<file path="src/rtl/sdr_ref_pkg.sv">
package sdr_ref_pkg;

   // command on {cs_n, ras_n, cas_n, we_n}
   typedef enum logic [3:0] {
      CMD_NOP = 4'b0111,
      CMD_PRE = 4'b0010,
      CMD_REF = 4'b0001,
      CMD_ACT = 4'b0011,
      CMD_RD  = 4'b0101
   } sdr_cmd_e;

   typedef enum logic [3:0] {
      ST_IDLE,
      ST_PRE,
      ST_PRE_WAIT,
      ST_REF,
      ST_REF_WAIT,
      ST_RCD_WAIT,
      ST_READ,
      ST_CAS_WAIT,
      ST_RECOVER
   } seq_st_e;

   // address bit that selects all-bank precharge / auto-precharge
   localparam int ALLBANK_BIT = 10;

endpackage

</file>
<file path="src/rtl/sdr_ref_timer.sv">
module sdr_ref_timer #(
   parameter int TW = 16
) (
   input  logic          clk,
   input  logic          rst_n,
   input  logic [TW-1:0] interval,
   output logic          tick
);

   logic [TW-1:0] cnt;
   logic          off;

   assign off  = (interval == '0);
   assign tick = !off && (cnt == TW'(1));

   always_ff @(posedge clk) begin
      if (!rst_n) begin
         cnt <= '0;
      end else if (off) begin
         cnt <= '0;
      end else if (cnt == '0 || cnt == TW'(1)) begin
         cnt <= interval;
      end else begin
         cnt <= cnt - TW'(1);
      end
   end

endmodule

</file>
<file path="src/rtl/sdr_ref_tracker.sv">
module sdr_ref_tracker (
   input  logic clk,
   input  logic rst_n,
   input  logic tick,
   input  logic start,
   input  logic stat_rd,
   output logic want,
   output logic err
);

   logic pend;

   assign want = pend | tick;

   always_ff @(posedge clk) begin
      if (!rst_n) begin
         pend <= 1'b0;
         err  <= 1'b0;
      end else begin
         // a start consumes the owed refresh; an expiry in the same cycle
         // on top of an already owed one stays owed
         pend <= start ? (tick & pend) : (pend | tick);
         if (tick && pend && !start)
            err <= 1'b1;
         else if (stat_rd)
            err <= 1'b0;
      end
   end

   assert_err_sticky_R5: assert property (@(posedge clk) disable iff (!rst_n)
      (err && !stat_rd) |=> err);

   assert_stat_clear_R6: assert property (@(posedge clk) disable iff (!rst_n)
      (stat_rd && !tick) |=> !err);

endmodule

</file>
<file path="src/rtl/sdr_ref_seq.sv">
module sdr_ref_seq
   import sdr_ref_pkg::*;
#(
   parameter int  DW         = 16,
   parameter int  ROW_W      = 13,
   parameter int  COL_W      = 9,
   parameter int  AW         = 13,
   parameter int  T_RP       = 3,
   parameter int  T_RC       = 8,
   parameter int  T_RCD      = 3,
   parameter int  CAS_LAT    = 2,
   parameter bit  HOLD_RDATA = 1'b1
) (
   input  logic                   clk,
   input  logic                   rst_n,
   input  logic                   ref_want,
   input  logic                   host_req,
   input  logic [ROW_W+COL_W-1:0] host_addr,
   input  logic [DW-1:0]          sd_dq,
   output sdr_cmd_e               cmd,
   output logic [AW-1:0]          sd_addr,
   output logic                   host_wait,
   output logic                   host_rvalid,
   output logic [DW-1:0]          host_rdata,
   output logic                   ref_start,
   output logic                   ref_busy
);

   localparam int M1   = (T_RC > T_RP) ? T_RC : T_RP;
   localparam int M2   = (T_RCD > CAS_LAT) ? T_RCD : CAS_LAT;
   localparam int MAXW = (M1 > M2) ? M1 : M2;
   localparam int CW   = $clog2(MAXW + 1);

   localparam logic [CW-1:0] LD_PREW  = CW'(T_RP - 2);
   localparam logic [CW-1:0] LD_REFW  = CW'(T_RC - 2);
   localparam logic [CW-1:0] LD_RCDW  = CW'(T_RCD - 2);
   localparam logic [CW-1:0] LD_CASW  = CW'(CAS_LAT - 1);
   localparam logic [CW-1:0] LD_RECOV = CW'(T_RP - 1);

   seq_st_e            state, nxt;
   logic [CW-1:0]      wcnt, wld;
   logic [COL_W-1:0]   col_q;
   logic [ROW_W-1:0]   req_row;
   logic [COL_W-1:0]   req_col;
   logic               act_now;
   logic               cap;

   assign req_row = host_addr[ROW_W+COL_W-1:COL_W];
   assign req_col = host_addr[COL_W-1:0];

   always_comb begin
      nxt       = state;
      cmd       = CMD_NOP;
      sd_addr   = '0;
      ref_start = 1'b0;
      act_now   = 1'b0;
      case (state)
         ST_IDLE: begin
            if (ref_want) begin
               ref_start = 1'b1;
               nxt       = ST_PRE;
            end else if (host_req) begin
               act_now = 1'b1;
               cmd     = CMD_ACT;
               sd_addr = AW'(req_row);
               nxt     = ST_RCD_WAIT;
            end
         end
         ST_PRE: begin
            cmd                  = CMD_PRE;
            sd_addr[ALLBANK_BIT] = 1'b1;
            nxt                  = ST_PRE_WAIT;
         end
         ST_PRE_WAIT: if (wcnt == '0) nxt = ST_REF;
         ST_REF: begin
            cmd = CMD_REF;
            nxt = ST_REF_WAIT;
         end
         ST_REF_WAIT: if (wcnt == '0) nxt = ST_IDLE;
         ST_RCD_WAIT: if (wcnt == '0) nxt = ST_READ;
         ST_READ: begin
            cmd                  = CMD_RD;
            sd_addr              = AW'(col_q);
            sd_addr[ALLBANK_BIT] = 1'b1;
            nxt                  = ST_CAS_WAIT;
         end
         ST_CAS_WAIT: if (wcnt == '0) nxt = ST_RECOVER;
         ST_RECOVER:  if (wcnt == '0) nxt = ST_IDLE;
         default:     nxt = ST_IDLE;
      endcase
   end

   always_comb begin
      case (nxt)
         ST_PRE_WAIT: wld = LD_PREW;
         ST_REF_WAIT: wld = LD_REFW;
         ST_RCD_WAIT: wld = LD_RCDW;
         ST_CAS_WAIT: wld = LD_CASW;
         ST_RECOVER:  wld = LD_RECOV;
         default:     wld = '0;
      endcase
   end

   assign host_wait = host_req && !act_now;
   assign ref_busy  = (state == ST_PRE) || (state == ST_PRE_WAIT) ||
                      (state == ST_REF) || (state == ST_REF_WAIT);
   assign cap       = (state == ST_CAS_WAIT) && (wcnt == '0);

   always_ff @(posedge clk) begin
      if (!rst_n) begin
         state <= ST_IDLE;
         wcnt  <= '0;
         col_q <= '0;
      end else begin
         state <= nxt;
         if (nxt != state)
            wcnt <= wld;
         else if (wcnt != '0)
            wcnt <= wcnt - CW'(1);
         if (act_now)
            col_q <= req_col;
      end
   end

   always_ff @(posedge clk) begin
      if (!rst_n) host_rvalid <= 1'b0;
      else        host_rvalid <= cap;
   end

   generate
      if (HOLD_RDATA) begin : g_rdata_hold
         always_ff @(posedge clk) begin
            if (!rst_n)   host_rdata <= '0;
            else if (cap) host_rdata <= sd_dq;
         end
      end else begin : g_rdata_zero
         always_ff @(posedge clk) begin
            if (!rst_n) host_rdata <= '0;
            else        host_rdata <= cap ? sd_dq : '0;
         end
      end
   endgenerate

   // cycle distances between commands, kept apart from the sequencer counter
   logic [7:0] since_pre, since_ref, since_act, since_rd;

   always_ff @(posedge clk) begin
      if (!rst_n) begin
         since_pre <= 8'hFF;
         since_ref <= 8'hFF;
         since_act <= 8'hFF;
         since_rd  <= 8'hFF;
      end else begin
         since_pre <= (cmd == CMD_PRE) ? 8'd1 : (since_pre == 8'hFF ? since_pre : since_pre + 8'd1);
         since_ref <= (cmd == CMD_REF) ? 8'd1 : (since_ref == 8'hFF ? since_ref : since_ref + 8'd1);
         since_act <= (cmd == CMD_ACT) ? 8'd1 : (since_act == 8'hFF ? since_act : since_act + 8'd1);
         since_rd  <= (cmd == CMD_RD)  ? 8'd1 : (since_rd  == 8'hFF ? since_rd  : since_rd  + 8'd1);
      end
   end

   assert_pre_to_ref_R3: assert property (@(posedge clk) disable iff (!rst_n)
      (cmd == CMD_REF) |-> (since_pre == 8'(T_RP)));

   assert_trc_gap_R3: assert property (@(posedge clk) disable iff (!rst_n)
      (cmd == CMD_ACT) |-> (since_ref >= 8'(T_RC)));

   assert_rcd_gap_R7: assert property (@(posedge clk) disable iff (!rst_n)
      (cmd == CMD_RD) |-> (since_act == 8'(T_RCD)));

   assert_rvalid_lat_R7: assert property (@(posedge clk) disable iff (!rst_n)
      host_rvalid |-> (since_rd == 8'(CAS_LAT + 1)));

endmodule

</file>
<file path="src/rtl/sdram_refresh_sched.sv">
module sdram_refresh_sched
   import sdr_ref_pkg::*;
#(
   parameter int TW         = 16,
   parameter int DW         = 16,
   parameter int ROW_W      = 13,
   parameter int COL_W      = 9,
   parameter int AW         = 13,
   parameter int T_RP       = 3,
   parameter int T_RC       = 8,
   parameter int T_RCD      = 3,
   parameter int CAS_LAT    = 2,
   parameter bit HOLD_RDATA = 1'b1
) (
   input  logic                   clk,
   input  logic                   rst_n,
   input  logic [TW-1:0]          cfg_interval,
   input  logic                   host_req,
   input  logic [ROW_W+COL_W-1:0] host_addr,
   output logic                   host_wait,
   output logic                   host_rvalid,
   output logic [DW-1:0]          host_rdata,
   input  logic                   stat_rd,
   output logic [1:0]             stat_rdata,
   output logic                   ref_irq,
   output logic                   sd_cs_n,
   output logic                   sd_ras_n,
   output logic                   sd_cas_n,
   output logic                   sd_we_n,
   output logic [AW-1:0]          sd_addr,
   input  logic [DW-1:0]          sd_dq
);

   generate
      if (T_RP < 2 || T_RC < 2 || T_RCD < 2 || CAS_LAT < 1) begin : g_bad_timing
         $error("sdram_refresh_sched: T_RP, T_RC, T_RCD must be >= 2 and CAS_LAT >= 1");
      end
      if (T_RP > 200 || T_RC > 200 || T_RCD > 200 || CAS_LAT > 200) begin : g_big_timing
         $error("sdram_refresh_sched: timing values must stay below 200");
      end
      if (AW <= ALLBANK_BIT || ROW_W > AW || COL_W > ALLBANK_BIT) begin : g_bad_addr
         $error("sdram_refresh_sched: address widths incompatible with bit 10 usage");
      end
      if (TW < 2 || DW < 1) begin : g_bad_width
         $error("sdram_refresh_sched: TW must be >= 2 and DW >= 1");
      end
   endgenerate

   logic     tick, want, start, busy, err;
   sdr_cmd_e cmd;

   sdr_ref_timer #(.TW(TW)) u_timer (
      .clk      (clk),
      .rst_n    (rst_n),
      .interval (cfg_interval),
      .tick     (tick)
   );

   sdr_ref_tracker u_track (
      .clk     (clk),
      .rst_n   (rst_n),
      .tick    (tick),
      .start   (start),
      .stat_rd (stat_rd),
      .want    (want),
      .err     (err)
   );

   sdr_ref_seq #(
      .DW         (DW),
      .ROW_W      (ROW_W),
      .COL_W      (COL_W),
      .AW         (AW),
      .T_RP       (T_RP),
      .T_RC       (T_RC),
      .T_RCD      (T_RCD),
      .CAS_LAT    (CAS_LAT),
      .HOLD_RDATA (HOLD_RDATA)
   ) u_seq (
      .clk         (clk),
      .rst_n       (rst_n),
      .ref_want    (want),
      .host_req    (host_req),
      .host_addr   (host_addr),
      .sd_dq       (sd_dq),
      .cmd         (cmd),
      .sd_addr     (sd_addr),
      .host_wait   (host_wait),
      .host_rvalid (host_rvalid),
      .host_rdata  (host_rdata),
      .ref_start   (start),
      .ref_busy    (busy)
   );

   assign {sd_cs_n, sd_ras_n, sd_cas_n, sd_we_n} = cmd;
   assign stat_rdata = {busy, err};
   assign ref_irq    = err;

endmodule

</file>
<file path="config.mk">
export PLATFORM = sky130hd
export DESIGN_NAME = sdram_refresh_sched
export DESIGN_NICKNAME = d
export VERILOG_FILES = /design/src/rtl/sdr_ref_pkg.sv /design/src/rtl/sdr_ref_timer.sv /design/src/rtl/sdr_ref_tracker.sv /design/src/rtl/sdr_ref_seq.sv /design/src/rtl/sdram_refresh_sched.sv
export SDC_FILE = /design/constraint.sdc
export NUM_CORES = 1
export LEC_CHECK = 0
export BUFFER_PORTS_ARGS = -buffer_cell sky130_fd_sc_hd__buf_4
export CORE_ASPECT_RATIO = 1.2
export CORE_UTILIZATION = 44
export DETAILED_ROUTE_END_ITERATION = 7
export MAX_ROUTING_LAYER = met4
export PLACE_DENSITY = 0.71
export SETUP_SLACK_MARGIN = 0.02
export SLEW_MARGIN = 20
export SYNTH_ARGS = -nofsm -noshare
export SYNTH_HDL_FRONTEND = slang
export SYNTH_SLANG_ARGS = --single-unit
</file>
<file path="constraint.sdc">
create_clock -name clk -period 5 [get_ports clk]
set_input_delay 1 -clock clk [delete_from_list [all_inputs] [get_ports clk]]
set_output_delay 1 -clock clk [all_outputs]
set_load 0.02 [all_outputs]
</file>
Yosys cells after proc, flatten, opt, wreduce, memory -nomap -nowiden
Cells that the tools add are included.
{"block": "op_classes", "n_bitwise": 3, "addsub": 2, "reduce_logical": 23, "muxes": 27, "eq_ne": 15}
{"op": "two-way mux 4 bit", "count": 9}
{"op": "logical NOT 16 bit", "count": 2}
{"op": "one-hot mux 4 bit (8 select lines)", "count": 1}
{"op": "== test 4 x 3 -> 1 bit (second input constant)", "count": 7}
{"op": "two-way mux 13 bit", "count": 2}
{"op": "one-hot mux 10 bit (2 select lines)", "count": 1}
{"op": "== test 16 x 1 -> 1 bit (second input constant)", "count": 1}
{"op": "two-way mux 16 bit", "count": 1}
{"op": "one-hot mux 4 bit (4 select lines)", "count": 1}
{"op": "subtractor 16 x 1 -> 16 bit (second input constant)", "count": 1}
{"op": "== test 4 x 2 -> 1 bit (second input constant)", "count": 3}
{"op": "one-hot mux 3 bit (3 select lines)", "count": 1}
{"op": "== test 4 bit (second input constant)", "count": 2}
{"op": "logical NOT 4 bit", "count": 2}
{"op": "two-way mux 1 bit", "count": 8}
{"op": "OR reduction 2 bit", "count": 3}
{"op": "logical AND 1 bit", "count": 5}
{"op": "== test 4 x 1 -> 1 bit (second input constant)", "count": 1}
{"op": "logical OR 1 bit", "count": 4}
{"op": "!= test 4 bit", "count": 1}
{"op": "nonzero test 2 bit", "count": 2}
{"op": "nonzero test 4 bit", "count": 1}
{"op": "subtractor 4 x 1 -> 4 bit (second input constant)", "count": 1}
{"op": "logical NOT 1 bit", "count": 3}
{"op": "7 further kinds", "count": 7}
{"block": "totals", "reg_bits": 52, "elab_cells": 78, "output_inout_bits": 38, "in_bits": 58}

Logic depth before layout (Yosys ltp)
Gate-level depths: netlist of the first run.
{"block": "logic_depth", "word_depth": 10, "ltp_mapped": 9, "depth_no_buf": 8}

By module
From an unflattened synthesis of the first run, not the netlist that was laid out.
{"block": "unflattened", "hier_cells": 352, "area_unflattened_um2": 2901.5}
{"mod": "sdr_ref_seq", "n_inst": 1, "cells_each": 223, "area_each_um2": 1801.7, "seq_area_each_um2": 680.7}
{"mod": "sdr_ref_timer", "n_inst": 1, "cells_each": 117, "area_each_um2": 991.0, "seq_area_each_um2": 320.3}
{"mod": "sdr_ref_tracker", "n_inst": 1, "cells_each": 10, "area_each_um2": 93.8, "seq_area_each_um2": 40.0}
{"mod": "sdram_refresh_sched", "n_inst": 1, "cells_each": 2, "area_each_um2": 15.0, "seq_area_each_um2": 0.0}

Least setup slack after synthesis of the first run
No wires, ideal clock.
{"block": "synth_timing", "kind": "input to output", "from": "in cfg_interval[2]", "to": "out sd_addr[0]", "arrival_time_ns": 2.214, "path_slack_ns": 1.786, "cell_stages": 6, "required_ns": 4.000, "n_path_buf": 2, "path_cell_list": "nor4_1 > and4_1 > o31a_1 > buf_6 > buf_4 > a22o_1"}
{"block": "synth_via", "elab_chain_cells": 6}
{"item": "start: declaration", "line": "sdram_refresh_sched.sv:17", "source": "input logic [TW-1:0] cfg_interval,"}
{"item": "logical NOT 16 bit", "line": "sdr_ref_timer.sv:13", "source": "assign off = (interval == '0);"}
{"item": "logical NOT 1 bit", "line": "sdr_ref_timer.sv:14", "source": "assign tick = !off && (cnt == TW'(1));"}
{"item": "logical AND 1 bit", "line": "sdr_ref_timer.sv:14"}
{"item": "bitwise OR 1 bit", "line": "sdr_ref_tracker.sv:13", "source": "assign want = pend | tick;"}
{"item": "two-way mux 13 bit", "line": "sdr_ref_seq.sv:59", "source": "if (ref_want) begin"}
{"item": "one-hot mux 10 bit (2 select lines)", "line": "sdr_ref_seq.sv:57", "source": "case (state)"}
{"item": "end: declaration", "line": "sdram_refresh_sched.sv:30", "source": "output logic [AW-1:0] sd_addr,"}
No other way between the ends.

Final worst setup path of the first run
{"block": "layout_timing", "from": "in cfg_interval[10]", "to": "out sd_addr[10]"}
{"block": "layout_via", "elab_chain_cells": 6}
{"item": "logical NOT 16 bit", "line": "sdr_ref_timer.sv:13"}
{"item": "logical NOT 1 bit", "line": "sdr_ref_timer.sv:14"}
{"item": "logical AND 1 bit", "line": "sdr_ref_timer.sv:14"}
{"item": "bitwise OR 1 bit", "line": "sdr_ref_tracker.sv:13"}
{"item": "two-way mux 13 bit", "line": "sdr_ref_seq.sv:59"}
{"item": "one-hot mux 1 bit (2 select lines)", "line": "sdr_ref_seq.sv:57"}
No other way between the ends.

==> out/results.tsv, run 1 <==
metric	value	unit
status	finished, final reports clean	
crit_top_cell	buf_4	
slowest_delay	750	ps
critPathLaunchType	input pin	
netlist_top_cells_area	dfxtp_1 38%, nand2_1 5.9%, nor2_1 5.4%, a21oi_1 4.8%, mux2i_1 4.0%	
cp_num_buf_inv	2	
routed_via_density	5.30	
slew_violations	0	
hold_class	flop to flop	
synthDistinctLibCells	55	
drt-initial-drc-count	135	
avgSynthCellArea	8.29	sq um
clkLatencyLatePin	300	ps
die_area	6520	sq um
core_area	6010	sq um
ys_async_sr_fraction	0	
clk_pin_slew	90	ps
dpl.cell_count	482	
synth_top_area_cell	dfxtp_1	
yosysMostFrequentCell	dfxtp_1	
use_met2	0.343	
cts_max_path_buffers	2	
hold_buffers	0	
min_period	4070	ps
synth_top_area_frac	0.382	
grt.met1_usage	0.232	
final_area	3530	sq um
worst_setup_path_end_kind	output pin	
hpwl	4660	um
area.growth.synth_to_final	29.6	%
critical_path.max_fanout	21	
ys_seq_area_frac	0.382	
rsz0062_at_grt	false	
p_total	2070	uW
leakagePower	0.00148	uW
cts_tree	built	
setup_tns	0	ps
fill_cells	539	
fmax	246	MHz
final_nets	469	
synth_edf_count	0	
fp.dieW	73.9	um
postSynthCellCount	329	
antenna_left	0	
irDropWorstVdd	327	uV
post-route-period-util	0.814	
cts_num_sinks	52	
skew	9.99	ps
totalWireLength	6390	um
synth_common_cells	52 x dfxtp_1, 43 x nand2_1, 39 x nor2_1	
wl_per_cell	13.0	um
busiest_layer	met2	
hold_viol_final	0	
critical-path-slowest-cell	o31a_1	
grt_use_total	0.202	
setup_violations	0	
ys.flop_type	dfxtp_1	
post_cts_buffers	0	
worstSetupPathType	input pin to output pin	
worst_pin_slew	980	ps
cts_resized	0	
use_met3	0.0524	
grt_pass1_vias	2299	
route.detailed.drc	0	
routabilityCongestion	0.809	
cp_data_required_time	4000	ps
start_util	0.453	
fp.dieH	88.2	um
synthesis.nets	391	
cts-htree-levels	2	
slew-limit-headroom	0.343	
final_cells	490	
ys_warn_count	0	
boundaryPins	96	
drtPass1Iterations	4	
insertedDiodeCount	0	
cpLargestDelayFamily	compound AO/OA/AOI/OAI gates	
ys_seq_elements	52	
max_cap_viol_count	0	
power_density	586	nW/um^2
drive_above_1_share	0.287	
cts_made_buffers	5	
crit_chain	buf_4 > nor4_1 > and4_1 > o31a_1 > a221o_1 > buf_4	
num_rows	31	
grt_max_degree	36	
cts_root_buf	clkbuf_8	
overflow	0	
antenna_found_initial	0	
syn_area	2730	sq um
arrival	3070	ps
place_area	3430	sq um
io_buffers	94	
vias	2596	
grt_first_pass_wirelength	9930	um
metrics by stage:
stage / utilization / hold slack [ps] / worst slack (ps)
after global placement: 0.570 / 439 / 929
after CTS: 0.586 / 458 / 929
after detailed placement: 0.570 / 444 / 932
final: 0.588 / 454 / 928
after global routing: 0.588 / 476 / 761
after floorplan: - / 459 / 1790
final timing paths:
path | startpoint | to | slack, ps | depth (start not counted)
min | u_seq.host_rdata[14]$_SDFFE_PN0P_ | u_seq.host_rdata[14]$_SDFFE_PN0P_ | 450 | 2
max reg2reg | u_seq.state[0]$_SDFF_PN0_ | u_seq.wcnt[1]$_SDFFE_PN0P_ | 2030 | 7
max | cfg_interval[10] | sd_addr[10] | 930 | 6
min reg2reg | u_seq.host_rdata[14]$_SDFFE_PN0P_ | u_seq.host_rdata[14]$_SDFFE_PN0P_ | 450 | 2
final cells by class:
type	instances	area, sq um	area share
tap	82	103	0.0290
inverter	8	30.0	0.00850
multi-input combinational	245	1550	0.439
clock buffer	6	82.6	0.0234
clock inverter	2	13.8	0.00390
timing repair buffer	95	713	0.202
sequential	52	1040	0.295
metal layers:
| layer | routed length [um] | share of wire |
|---|---|---|
| met3 | 416 | 0.065 |
| met1 | 2710 | 0.42 |
| met2 | 3220 | 0.50 |
| met5 | 0 | 0 |
| met4 | 46 | 0.0072 |
cell usage in the layout (no fill, tap or decap), types with 2 or more instances in the layout:
master / instances
a211oi_1: 14
a21oi_1: 26
a22o_1: 9
a311oi_1: 2
a31oi_1: 2
and2_1: 4
and3_1: 2
buf_4: 95
clkbuf_8: 6
dfxtp_1: 52
ha_1: 4
inv_1: 7
mux2i_1: 11
nand2_1: 43
nand2b_1: 2
nand3_1: 10
nor2_1: 39
nor2b_1: 3
nor3_1: 13
nor3b_2: 2
nor4_1: 4
nor4_4: 2
o211a_1: 2
o21ai_0: 8
o31ai_1: 3
or3_1: 3
xnor2_1: 7
xor2_1: 7
cells by family after synthesis:
logic type / share of synthesized area
xor+xnor: 0.0450
other cells: 0.00138
flops: 0.382
simple gates: 0.247
compound gates: 0.212
fa+ha+maj: 0.0184
mux: 0.0404
buf+inv: 0.0537
worst reg2reg max path: stages, from the launching register on:
cell      delay, ps
dfxtp_1         540
or4_4           610
nor3b_2         200
o31a_1          740
buf_4           300
o41a_4          150
nor3_1           50
a211oi_1        250
flip-flops by register name, indices dropped and copies added (netlist names):
name,count
u_seq.host_rdata,16
u_timer.cnt,16
u_seq.col_q,9
u_seq.state,4
u_seq.wcnt,4
u_seq.host_rvalid,1
u_track.err,1
u_track.pend,1
report_power, final:
part	leakage, uW	switching (uW)	total, uW	internal (uW)
clock	0.0000516	140	253	113
combinational	0.00101	614	1150	538
sequential	0.000425	146	666	520
total	0.00148	900	2070	1170
No activity file was read; power rests on OpenSTA's default activity.
==> inputs of run 2 (changes only) <==
--- a/config.mk
+++ b/config.mk
@@ -10,7 +10,7 @@
 export CORE_UTILIZATION = 44
 export DETAILED_ROUTE_END_ITERATION = 7
 export MAX_ROUTING_LAYER = met4
-export PLACE_DENSITY = 0.71
+export PLACE_DENSITY = 0.74
 export SETUP_SLACK_MARGIN = 0.02
 export SLEW_MARGIN = 20
 export SYNTH_ARGS = -nofsm -noshare
==> constraint.sdc (replaced) <==
create_clock -name clk -period 3.3 [get_ports clk]
set_input_delay 0.66 -clock clk [delete_from_list [all_inputs] [get_ports clk]]
set_output_delay 0.66 -clock clk [all_outputs]
set_load 0.02 [all_outputs]
==> run 2 against run 1 <==
Global-route usage is 0.69 points higher. Critical endpoint unchanged. Final cell count is 1.2% higher. Largest cell class unchanged. Register-to-register slack worse by 1100 ps.
==> out/results.tsv, run 2 (synthesis gave the netlist of run 1 again) <==
metric	value	unit
status	finished, final reports clean	
io_buffers	94	
rsz0062_at_grt	false	
core_area	6010	sq um
grt_pass1_vias	2415	
fmax	338	MHz
power_density	881	nW/um^2
slew_violations	0	
final_cells	496	
num_rows	31	
totalWireLength	6420	um
worst_setup_path_end_kind	output pin	
crit_cells	6	
grt_max_degree	32	
hold_buffers	0	
hold_viol_final	0	
cts-htree-levels	2	
wl_per_cell	12.9	um
setup_violations	0	
cts_max_path_buffers	2	
drtPass1Iterations	4	
cp_num_buf_inv	2	
route.detailed.drc	0	
leakagePower	0.00151	uW
insertedDiodeCount	0	
final_nets	475	
skew	11.1	ps
hpwl	4760	um
worstSetupPathType	flop to output pin	
irDropWorstVdd	510	uV
layout_commonest_cell	buf_4	
cpLargestDelayFamily	simple AND/OR/NAND/NOR gates	
vias	2595	
critical_path.max_fanout	23	
post_cts_buffers	0	
cts_resized	0	
cp_data_required_time	2640	ps
drive_above_1_share	0.297	
max_cap_viol_count	0	
arrival	2300	ps
area.growth.synth_to_final	31.1	%
worstHoldStart	u_seq.host_rdata[15]$_SDFFE_PN0P_	
crit_start	u_seq.state[1]$_SDFF_PN0_	
cts_root_buf	clkbuf_8	
rr_worst_depth	8	
cts_made_buffers	5	
final_cell_mix	101 x buf_4, 52 x dfxtp_1, 43 x nand2_1	
hold_class	flop to flop	
slew-limit-headroom	0.528	
clk_pin_slew	100	ps
top_regs	u_seq.host_rdata (16), u_timer.cnt (16), u_seq.col_q (9)	
r2r-start	u_seq.state[1]$_SDFF_PN0_	
routabilityCongestion	0.869	
fp.dieH	88.2	um
routed_via_density	5.23	
dpl.cell_count	488	
overflow	0	
grt_use_total	0.208	
critPathLaunchType	flop	
crit_chain	or4_4 > nor3b_2 > o31a_1 > buf_4 > a221o_1 > buf_4	
worst_pin_slew	706	ps
slowest_delay	520	ps
antenna_found_initial	0	
critical-path-slowest-cell	or4_4	
antenna_left	0	
setup_tns	0	ps
cts_num_sinks	52	
die_area	6520	sq um
boundaryPins	96	
whs_path_depth	2	
crit_top_cell	buf_4	
drt-initial-drc-count	174	
cts_tree	built	
grt_first_pass_wirelength	10400	um
clkLatencyLatePin	310	ps
min_period	2960	ps
post-route-period-util	0.897	
start_util	0.453	
fp.dieW	73.9	um
[run 2: changes by cell type in the layout (fill, tap and decap cells not counted), sizes merged]
cell    before  now
buf         95  101
clkinv       2    3
clkbuf       6    5
[run 2: report_power, final]
group	total [uW]	internal [uW]	switching (uW)
clock	373	152	221
sequential	951	787	164
combinational	1820	839	985
total	3150	1780	1370
[run 2: path summary, 6_finish.rpt]
kind	endpoint	slack (ps)
worst min register to register	u_seq.host_rdata[15]$_SDFFE_PN0P_	460
worst max register to register	u_seq.wcnt[0]$_SDFFE_PN0P_	960
worst min-delay path	u_seq.host_rdata[15]$_SDFFE_PN0P_	460
worst max-delay path	sd_addr[10]	340
[run 2: per-stage QoR]
step / hold WS (ps) / instance area, sq um / utilization / total power [uW] / setup WS (ps)
5_1_grt: 476 / 3570 / 0.594 / 3400 / 184
2_1_floorplan: 459 / 2730 / - / 2350 / 766
6_report: 458 / 3570 / 0.594 / 3150 / 340
4_1_cts: 461 / 3570 / 0.593 / 3150 / 347
3_3_place_gp: 439 / 3470 / 0.578 / 2740 / 401
3_5_place_dp: 446 / 3470 / 0.578 / 2770 / 348
[run 2: worst register-to-register path, cell delays in order, from the launching register on]
cell and delay, ps:
dfxtp_1 490, or4_4 520, nor3b_2 200, o31a_1 170
buf_4 270, buf_4 200, o41a_4 130, nor2_1 40
o211a_1 220
[run 2: layout make-up]
type / count / area, sq um
clock buffers: 5 / 68.8
clock inverters: 3 / 22.5
fillers: 537 / 2440
inverters: 8 / 30.0
multi-input cells: 245 / 1550
flip-flops and latches: 52 / 1040
well taps: 82 / 103
repair buffers: 101 / 758
[run 2: metal layers]
| layer | track usage | up-vias | wire, um |
|---|---|---|---|
| met5 | - | - | 0 |
| met4 | 0.0664 | 0 | 77 |
| met3 | 0.0319 | 8 | 329 |
| met2 | 0.365 | 68 | 3250 |
| met1 | 0.243 | 1187 | 2770 |
| li1 | - | 1332 | - |
==> inputs of run 3 (changes only) <==
--- a/config.mk
+++ b/config.mk
@@ -5,12 +5,13 @@
 export SDC_FILE = /design/constraint.sdc
 export NUM_CORES = 1
 export LEC_CHECK = 0
+export ABC_AREA = 1
 export BUFFER_PORTS_ARGS = -buffer_cell sky130_fd_sc_hd__buf_4
 export CORE_ASPECT_RATIO = 1.2
 export CORE_UTILIZATION = 44
 export DETAILED_ROUTE_END_ITERATION = 7
 export MAX_ROUTING_LAYER = met4
-export PLACE_DENSITY = 0.74
+export PLACE_DENSITY = 0.73
 export SETUP_SLACK_MARGIN = 0.02
 export SLEW_MARGIN = 20
 export SYNTH_ARGS = -nofsm -noshare
==> run 3 against run 2 <==
Sequential share of layout area is 1.0 points lower. Setup slack improved by 300 ps. Die area grew 4.3%. Final area rose by 3.6%. Critical path depth increased by 5. Synthesized cell count increased by 28%. Combinational power is 8% higher. Utilization up 0.95 points. Highest routed layer unchanged.
==> out/results.tsv, run 3 <==
metric	value	unit
fmax	377	MHz
layout_commonest_cell	buf_4	
fill_cells	643	
hold_buffers	0	
grt.met1_usage	0.266	
core_area	6130	sq um
worst_slack	644	ps
fp.dieH	90.1	um
top_regs	u_seq.host_rdata (16), u_timer.cnt (16), u_seq.col_q (9)	
hold_viol_final	0	
netlist_top_cells_area	dfxtp_1 37%, nor2_1 11%, o21ai_0 9.8%, inv_1 7.8%, nand2_1 6.1%	
cts_max_path_buffers	2	
rsz0062_at_grt	false	
antenna_found_initial	0	
cp-endpoint	sd_addr[4]	
cts-htree-levels	2	
hold_slack	454	ps
io_buffers	94	
hpwl	5350	um
use_met2	0.372	
final_area	3700	sq um
use_met3	0.0336	
crit_start	cfg_interval[5]	
avgSynthCellArea	6.76	sq um
area.growth.synth_to_final	30.0	%
final_nets	570	
cts_made_buffers	5	
synth_top_area_frac	0.366	
cts_tree	built	
post-route-period-util	0.805	
leakagePower	0.00173	uW
critPathLaunchType	input pin	
crit_chain	buf_4 > nor2_1 > nand2_1 > nor2_1 > nand2_1 > nand2_2 > nand2_2 > inv_1 > nand3_1 > o21ai_0 > buf_4	
grt_first_pass_wirelength	11600	um
critical-path-slowest-cell	inv_1	
boundaryPins	96	
setup_tns	0	ps
grt_pass1_vias	2707	
r2r-start	u_seq.wcnt[0]$_SDFFE_PN0P_	
ys_warn_count	0	
final_cells	591	
cp_data_required_time	2640	ps
syn_area	2850	sq um
ys_seq_elements	52	
routabilityCongestion	0.879	
ys.flop_type	dfxtp_1	
insertedDiodeCount	0	
cts_resized	0	
drt-initial-drc-count	126	
start_util	0.464	
dpl_worst_slack	656	ps
max_cap_viol_count	0	
clk_pin_slew	90	ps
slew-limit-headroom	0.661	
irDropWorstVdd	547	uV
post_cts_buffers	0	
setup_violations	0	
fp.dieW	75.4	um
route.detailed.drc	0	
grt_use_total	0.220	
worst_pin_slew	507	ps
routed_via_density	4.97	
dpl.cell_count	583	
min_period	2660	ps
final_cell_mix	95 x buf_4, 81 x nor2_1, 59 x inv_1	
whs_path_depth	2	
synth_top_area_cell	dfxtp_1	
wl_per_cell	11.8	um
r2r_setup_slack	1240	ps
drive_above_1_share	0.277	
place_area	3590	sq um
synthDistinctLibCells	38	
worst_setup_path_end_kind	output pin	
clkLatencyLatePin	300	ps
synth_edf_count	0	
r2r_end	u_seq.wcnt[2]$_SDFFE_PN0P_	
num_rows	31	
ys_seq_area_frac	0.366	
hold_class	flop to flop	
ys_async_sr_fraction	0	
slew_violations	0	
postSynthCellCount	421	
skew	7.07	ps
synth_common_cells	81 x nor2_1, 59 x inv_1, 56 x o21ai_0	
totalWireLength	6980	um
vias	2939	
cts_root_buf	clkbuf_8	
rr_worst_depth	13	
drtPass1Iterations	4	
synthesis.nets	483	
antenna_left	0	
cts_num_sinks	52	
arrival	2000	ps
grt_max_degree	31	
busiest_layer	met2	
overflow	0	
die_area	6800	sq um
critical_path.max_fanout	11	
yosysMostFrequentCell	nor2_1	
status	finished, final reports clean	
slowest_delay	260	ps
power_density	896	nW/um^2
worstSetupPathType	input pin to output pin	
==> run 3: changes by cell type after synthesis, moves of 7 or more <==
cell / delta
a22o_1: -9
o21ai_0: +48
clkbuf_1: -7
nor3_1: -7
nor2_1: +42
nor2_2: +7
nand2_2: +8
mux2i_1: -11
a211oi_1: -13
nand3_1: +10
inv_1: +52
==> run 3: worst min-delay path by stage <==
| stage | from | end | slack (ps) |
|---|---|---|---|
| after floorplan | u_seq.col_q[8]$_SDFFE_PN0P_ | u_seq.col_q[8]$_SDFFE_PN0P_ | 420 |
| after global placement | u_seq.col_q[4]$_SDFFE_PN0P_ | u_seq.col_q[4]$_SDFFE_PN0P_ | 430 |
| after detailed placement | u_seq.col_q[4]$_SDFFE_PN0P_ | u_seq.col_q[4]$_SDFFE_PN0P_ | 440 |
| after CTS | u_seq.col_q[4]$_SDFFE_PN0P_ | u_seq.col_q[4]$_SDFFE_PN0P_ | 450 |
| after global routing | u_seq.col_q[7]$_SDFFE_PN0P_ | u_seq.col_q[7]$_SDFFE_PN0P_ | 490 |
| final | u_seq.col_q[4]$_SDFFE_PN0P_ | u_seq.col_q[4]$_SDFFE_PN0P_ | 450 |
==> run 3: worst max-delay path: cells and delay by family <==
family	cells	cell delay (ps)
and+or+nand+nor	7	700
buffers and inverters	3	530
AOI/OAI and AO/OA	1	100
==> run 3: kinds of logic after synthesis <==
family | share of synthesized area
and+or+nand+nor | 0.308
AOI/OAI and AO/OA | 0.181
buffers and inverters | 0.111
DFF | 0.366
xor gates and xnor gates | 0.0154
adders and majority gates | 0.0176
other | 0.00132
==> run 3: area by class of cell <==
cell class	count	area [sq um]	share of cell area
sequential	52	1040	0.281
clock inverter	2	35.0	0.00947
clock buffer	6	72.6	0.0196
timing repair buffer	95	713	0.193
tap	82	103	0.0277
multi-input combinational	288	1490	0.402
inverter	66	248	0.0669
==> run 3: per-layer routing <==
metal  vias up  wire length, um
met5         -                0
met4         0               93
met3         9              232
met2        60             3500
met1      1352             3150
li1       1518                -
==> run 3: where the power goes <==
part	switching (uW)	total [uW]	leakage [uW]	internal (uW)
clock network	206	432	0.0000552	225
logic	1240	1960	0.00125	719
registers	115	922	0.000425	807
total	1560	3310	0.00173	1750
==> run 3: stage by stage <==
stage	power (uW)	utilization
2_1_floorplan	2420	-
3_3_place_gp	2850	0.586
3_5_place_dp	2900	0.586
4_1_cts	3340	0.604
5_1_grt	3610	0.604
6_report	3310	0.604
